### config.mk
export PLATFORM = sky130hd
export DESIGN_NAME = ipi_cmd_reg
export DESIGN_NICKNAME = d
export VERILOG_FILES = /design/src/rtl/ipi_pkg.sv /design/src/rtl/ipi_target_decode.sv /design/src/rtl/ipi_reg_file.sv /design/src/rtl/ipi_msg_port.sv /design/src/rtl/ipi_cmd_reg.sv
export SDC_FILE = /design/constraint.sdc
export NUM_CORES = 1
export LEC_CHECK = 0
export ABC_AREA = 1
export CORE_ASPECT_RATIO = 0.6
export CORE_MARGIN = 4
export CORE_UTILIZATION = 40
export DETAILED_ROUTE_END_ITERATION = 10
export HOLD_SLACK_MARGIN = 0.12
export PLACE_DENSITY = 0.81
export SYNTH_ARGS = -nofsm -noshare
export SYNTH_HDL_FRONTEND = slang
export SYNTH_SLANG_ARGS = --single-unit
### constraint.sdc
create_clock -name clk -period 1.27 [get_ports clk]
set_input_delay 0.1905 -clock clk [delete_from_list [all_inputs] [get_ports clk]]
set_output_delay 0.1905 -clock clk [all_outputs]
set_load 0.02 [all_outputs]
### src/rtl/ipi_pkg.sv
package ipi_pkg;

  typedef enum logic [1:0] {
    SH_NAMED  = 2'b00,
    SH_SELF   = 2'b01,
    SH_ALL    = 2'b10,
    SH_OTHERS = 2'b11
  } shorthand_e;

  typedef struct packed {
    logic [11:0] rsvd_top;
    shorthand_e  shorthand;
    logic [1:0]  rr_status;
    logic        trig_level;
    logic        lvl_assert;
    logic        rsvd13;
    logic        busy;
    logic        rsvd11;
    logic [2:0]  mode;
    logic [7:0]  vector;
  } cmd_low_t;

  localparam logic [31:0] LOW_WR_MASK  = 32'h000C_C7FF;
  localparam logic [31:0] HIGH_WR_MASK = 32'hFF00_0000;
  localparam logic [2:0]  MODE_STARTUP = 3'b110;

  // keep only software-writable bits of a low-word write
  function automatic cmd_low_t filter_low(input logic [31:0] w);
    return cmd_low_t'(w & LOW_WR_MASK);
  endfunction

endpackage

### src/rtl/ipi_target_decode.sv
module ipi_target_decode
  import ipi_pkg::*;
#(
  parameter int NUM_CPU = 8
) (
  input  shorthand_e           shorthand,
  input  logic [7:0]           dest_id,
  input  logic [7:0]           self_id,
  output logic [NUM_CPU-1:0]   targets
);

  logic [NUM_CPU-1:0] self_hit;
  logic [NUM_CPU-1:0] dest_hit;

  for (genvar g = 0; g < NUM_CPU; g++) begin : g_hit
    assign self_hit[g] = (self_id == 8'(g));
    assign dest_hit[g] = (dest_id == 8'(g));
  end

  always_comb begin
    unique case (shorthand)
      SH_NAMED:  targets = dest_hit;
      SH_SELF:   targets = self_hit;
      SH_ALL:    targets = '1;
      SH_OTHERS: targets = ~self_hit;
      default:   targets = '0;
    endcase
  end

endmodule

### src/rtl/ipi_reg_file.sv
module ipi_reg_file
  import ipi_pkg::*;
#(
  parameter int          ADDR_W   = 12,
  parameter logic [11:0] LOW_OFS  = 12'h300,
  parameter logic [11:0] HIGH_OFS = 12'h310
) (
  input  logic              clk,
  input  logic              rst_n,
  input  logic [ADDR_W-1:0] addr,
  input  logic              wr,
  input  logic [31:0]       wdata,
  input  logic              busy,
  output logic              launch,
  output logic [7:0]        dest_q,
  output logic [31:0]       rdata
);

  localparam logic [ADDR_W-1:0] LOW_A  = ADDR_W'(LOW_OFS);
  localparam logic [ADDR_W-1:0] HIGH_A = ADDR_W'(HIGH_OFS);

  cmd_low_t low_q;
  logic     hit_low, hit_high;

  assign hit_low  = (addr == LOW_A);
  assign hit_high = (addr == HIGH_A);
  assign launch   = wr && hit_low && !busy;

  always_ff @(posedge clk) begin
    if (!rst_n) begin
      low_q  <= '0;
      dest_q <= '0;
    end else begin
      if (launch)          low_q  <= filter_low(wdata);
      if (wr && hit_high)  dest_q <= wdata[31:24];
    end
  end

  always_comb begin
    rdata = '0;
    if (hit_low) begin
      rdata     = low_q;
      rdata[12] = busy;
    end else if (hit_high) begin
      rdata = {dest_q, 24'h0} & HIGH_WR_MASK;
    end
  end

endmodule

### src/rtl/ipi_msg_port.sv
module ipi_msg_port #(
  parameter int NUM_CPU = 8,
  parameter int START_W = 20
) (
  input  logic               clk,
  input  logic               rst_n,
  input  logic               launch,
  input  logic [7:0]         in_vector,
  input  logic [2:0]         in_mode,
  input  logic               in_level,
  input  logic               in_trigger,
  input  logic [7:0]         in_dest,
  input  logic [NUM_CPU-1:0] in_targets,
  input  logic [START_W-1:0] in_start,
  input  logic               ready,
  output logic               valid,
  output logic [7:0]         vector,
  output logic [2:0]         mode,
  output logic               level,
  output logic               trigger,
  output logic [7:0]         dest,
  output logic [NUM_CPU-1:0] targets,
  output logic [START_W-1:0] start_addr
);

  always_ff @(posedge clk) begin
    if (!rst_n) begin
      valid      <= 1'b0;
      vector     <= '0;
      mode       <= '0;
      level      <= 1'b0;
      trigger    <= 1'b0;
      dest       <= '0;
      targets    <= '0;
      start_addr <= '0;
    end else if (launch) begin
      valid      <= 1'b1;
      vector     <= in_vector;
      mode       <= in_mode;
      level      <= in_level;
      trigger    <= in_trigger;
      dest       <= in_dest;
      targets    <= in_targets;
      start_addr <= in_start;
    end else if (valid && ready) begin
      valid      <= 1'b0;
    end
  end

endmodule

### src/rtl/ipi_cmd_reg.sv
module ipi_cmd_reg
  import ipi_pkg::*;
#(
  parameter int          ADDR_W     = 12,
  parameter int          NUM_CPU    = 8,
  parameter int          PAGE_SHIFT = 12,
  parameter logic [11:0] LOW_OFS    = 12'h300,
  parameter logic [11:0] HIGH_OFS   = 12'h310,
  localparam int         START_W    = 8 + PAGE_SHIFT
) (
  input  logic               clk,
  input  logic               rst_n,
  input  logic [7:0]         self_id,
  input  logic [ADDR_W-1:0]  bus_addr,
  input  logic               bus_wr,
  input  logic [31:0]        bus_wdata,
  output logic [31:0]        bus_rdata,
  output logic               msg_valid,
  input  logic               msg_ready,
  output logic [7:0]         msg_vector,
  output logic [2:0]         msg_mode,
  output logic               msg_level,
  output logic               msg_trigger,
  output logic [7:0]         msg_dest,
  output logic [NUM_CPU-1:0] msg_targets,
  output logic [START_W-1:0] msg_start_addr
);

  // page number to byte address, only for startup messages
  function automatic logic [START_W-1:0] start_of(input logic [2:0] m,
                                                  input logic [7:0] v);
    return (m == MODE_STARTUP) ? ({{PAGE_SHIFT{1'b0}}, v} << PAGE_SHIFT) : '0;
  endfunction

  // named internal events, also used by the checker
  logic               launch;
  logic               busy;
  logic [7:0]         dest_q;
  logic [NUM_CPU-1:0] next_targets;
  shorthand_e         next_sh;

  assign busy    = msg_valid;
  assign next_sh = shorthand_e'(bus_wdata[19:18]);

  ipi_reg_file #(
    .ADDR_W(ADDR_W), .LOW_OFS(LOW_OFS), .HIGH_OFS(HIGH_OFS)
  ) u_regs (
    .clk(clk), .rst_n(rst_n), .addr(bus_addr), .wr(bus_wr),
    .wdata(bus_wdata), .busy(busy), .launch(launch),
    .dest_q(dest_q), .rdata(bus_rdata)
  );

  ipi_target_decode #(.NUM_CPU(NUM_CPU)) u_dec (
    .shorthand(next_sh), .dest_id(dest_q), .self_id(self_id),
    .targets(next_targets)
  );

  ipi_msg_port #(.NUM_CPU(NUM_CPU), .START_W(START_W)) u_port (
    .clk(clk), .rst_n(rst_n), .launch(launch),
    .in_vector(bus_wdata[7:0]), .in_mode(bus_wdata[10:8]),
    .in_level(bus_wdata[14]), .in_trigger(bus_wdata[15]),
    .in_dest(dest_q), .in_targets(next_targets),
    .in_start(start_of(bus_wdata[10:8], bus_wdata[7:0])),
    .ready(msg_ready), .valid(msg_valid),
    .vector(msg_vector), .mode(msg_mode), .level(msg_level),
    .trigger(msg_trigger), .dest(msg_dest), .targets(msg_targets),
    .start_addr(msg_start_addr)
  );

endmodule

==> summary.txt <==
Status
  • Status: finished, violations left
  • Failing checks: setup timing

Place
  • Place WS: -0.943 ns
  • Placed cell area: 4100 µm²
  • HPWL Detailed: 6.68 mm
  • Placed Cells: 648
  • Final GP Congestion: 0.854
  • # port buffers: 108

Synthesis
  • Synth area leader: dfxtp_1
  • Synth area leaders: dfxtp_1 (36%), nor2_1 (15%), nand2_1 (14%)
  • Synthesized area per cell: 6.12 µm²
  • Gate Count Post-Synth: 431
  • Synth top area share: 0.364
  • Register area share after synthesis: 0.364
  • Warnings from Yosys: 0
  • Netlist cell types: 20
  • Mapped cell area: 2640 µm²
  • Yosys reg bits: 48

Clocking
  • Total CTS buffers: 5
  • CTS tree: yes
  • Clock Path Buffers: 2
  • Clock transition at path regs: 0.09 ns
  • Clock Latency Late Sink: 0.30 ns
  • Hold buffer count at cts: 0
  • Root Driver: clkbuf_8
  • H-tree depth: 2
  • Num Clock Sinks: 48

Floorplanning
  • Core area: 6250 µm²
  • Chip height: 70.9 µm
  • Placement Rows: 22
  • Ports: 138
  • Initial Utilization: 0.422
  • Die Footprint: 8000 µm²
  • Die Wd: 113 µm

Job
  • Max-cap viol count: 0

Timing
  • Tmin final: 1.39 ns
  • Clk_skew: 0.00734 ns
  • Final Hold Fails: 0
  • Finish-stage setup viols: 32
  • RSZ-0062 raised after global routing: yes
  • Max-slew violation count: 0
  • Maximum operating frequency: 721 MHz
  • Final Cycle Share: 1.09
  • Hold WS: 0.451 ns
  • Worst setup margin: -0.116 ns

Setup path
  • FF-to-FF End: u_port.start_addr[17]
  • Crit path DAT: 1.20 ns
  • Most used cell, CP: buf_6
  • WS Path Type: input pin to primary output
  • Worst-path cell chain: buf_6, nor2_4, nand2_2, nor2_4, buf_6, buf_6, nand2_8, nor2_4, buf_6
  • R2R cell count: 7
  • Slowest-stage cell, CP: nor2_4
  • Worst r2r src: u_port.valid
  • Critical Path End Type: primary output
  • Register-to-register setup slack: 0.04 ns
  • Worst EP required: 1.08 ns
  • Critical path launch point type: input pin
  • Peak fanout along the critical path: 8
  • Crit path largest cell delay: 0.15 ns

Global routing
  • Antenna violations before repair: 0
  • GR Util All Layers: 0.213
  • Gr ovfl total: 0
  • First-pass GRT wire length: 13.9 mm
  • Largest net degree at the start of global routing: 32
  • Vias in the first global route: 2940

Pwr
  • Pwr Density: 645 nW/µm²
  • VDD IR-drop max: 0.455 mV
  • P_leak: 2.21 nW

Finish
  • Non-filler cells, final: 670
  • Diodes inserted: 0
  • Area grow syn2layout: 75.3%
  • Most common cell after layout, fill and taps aside: nand2_1
  • Filler cells: 507
  • Share of cells above drive strength 1: 0.311
  • Post-route cell area: 4630 µm²
  • Final net count: 641
  • Most frequent cells in the layout: nand2_1 (91), nor2_1 (60), inv_1 (54)

Routing
  • Drt first-iter violations: 216
  • WL/cell: 14.1 µm
  • Routed Wire Length: 9.43 mm
  • Vias: 3140
  • Vias per cell: 4.69
  • Drt drc: 0
  • DRT antenna net count: 0
  • DR pass1 iterations: 4

Min path
  • Hold path cells: 5
  • Worst Hold End: u_regs.low_q[18]
  • Worst hold path class: input pin to flop
  • Hold path startpoint: bus_wdata[18]
## critical path: cells and delay by family
family / cells / cell delay (ns)
buf+inv: 4 / 0.42
simple gates: 5 / 0.57
## how the worst max path moves through the flow
stage	end	slack, ns	startpoint
6_report	bus_rdata[25]	-0.12	bus_addr[0]
5_1_grt	bus_rdata[25]	-0.16	bus_addr[0]
4_1_cts	bus_rdata[9]	-0.17	bus_addr[10]
3_5_place_dp	bus_rdata[1]	-0.94	bus_addr[1]
3_3_place_gp	bus_rdata[19]	-0.83	bus_addr[9]
2_1_floorplan	bus_rdata[10]	0.03	bus_addr[3]
## repair_timing
action	in CTS	in global routing
gates cloned	2	2
setup endpoints to repair	110	63
resized for setup	264	85
pin swaps	14	18
setup buffers	9	2
## report_power, final
group | internal (W) | switching [W]
logic | 0.000188 | 0.000203
registers | 0.00150 | 0.000000120
clock network | 0.000585 | 0.000506
total | 0.00228 | 0.000709
## cells by family (layout without fill, tap and decap cells)
group / Yosys count / in the layout / synth area share
AOI/OAI and AO/OA: 52 / 52 / 0.0986
buffers and inverters: 105 / 241 / 0.199
DFF: 48 / 48 / 0.364
other: 1 / 20 / 0.00142
and+or+nand+nor: 225 / 225 / 0.337
## sequential cells by signal (all words and copies together), names as in the netlist
register / count
u_port.dest: 8
u_port.start_addr: 8
u_port.targets: 8
u_port.vector: 8
u_regs.dest_q: 8
u_regs.low_q: 6
u_port.level: 1
u_port.valid: 1
## metrics by stage
stage / setup TNS (ns) / total power (W) / util
after floorplan: 0 / 0.00172 / -
after global placement: -39.52 / 0.00188 / 0.656
after detailed placement: -43.92 / 0.00189 / 0.656
after CTS: -1.24 / 0.00297 / 0.705
after global routing: -3.12 / 0.00311 / 0.740
final: -1.53 / 0.00299 / 0.740
## synth_stat cells
library cell and number:
a21oi_1 33, and2_0 1, buf_2 5, buf_4 33
clkbuf_1 6, clkinv_1 1, clkinv_2 1, conb_1 1
dfxtp_1 48, inv_1 59, nand2_1 98, nand3_1 13
nand3_2 1, nand4_1 1, nor2_1 105, nor2_4 1
nor3_1 3, o21ai_0 15, o21ai_1 4, or2_2 2
## layout make-up
type	instances	area, µm²	area share
flip-flops and latches	48	962	0.208
repair inverters	1	5.00	0.00108
clock inverters	2	35.0	0.00757
clock buffers	6	72.6	0.0157
inverters	61	234	0.0506
well taps	84	105	0.0227
repair buffers	171	1620	0.349
multi-input cells	297	1600	0.345
## routing by layer
layer	wire, µm	vias up	GRT usage
li1	-	1556	-
met1	3970	1452	0.283
met2	4670	126	0.362
met3	737	6	0.0479
met4	42	0	0.0333
met5	0	-	0
Power figures use the tool's default switching activity.
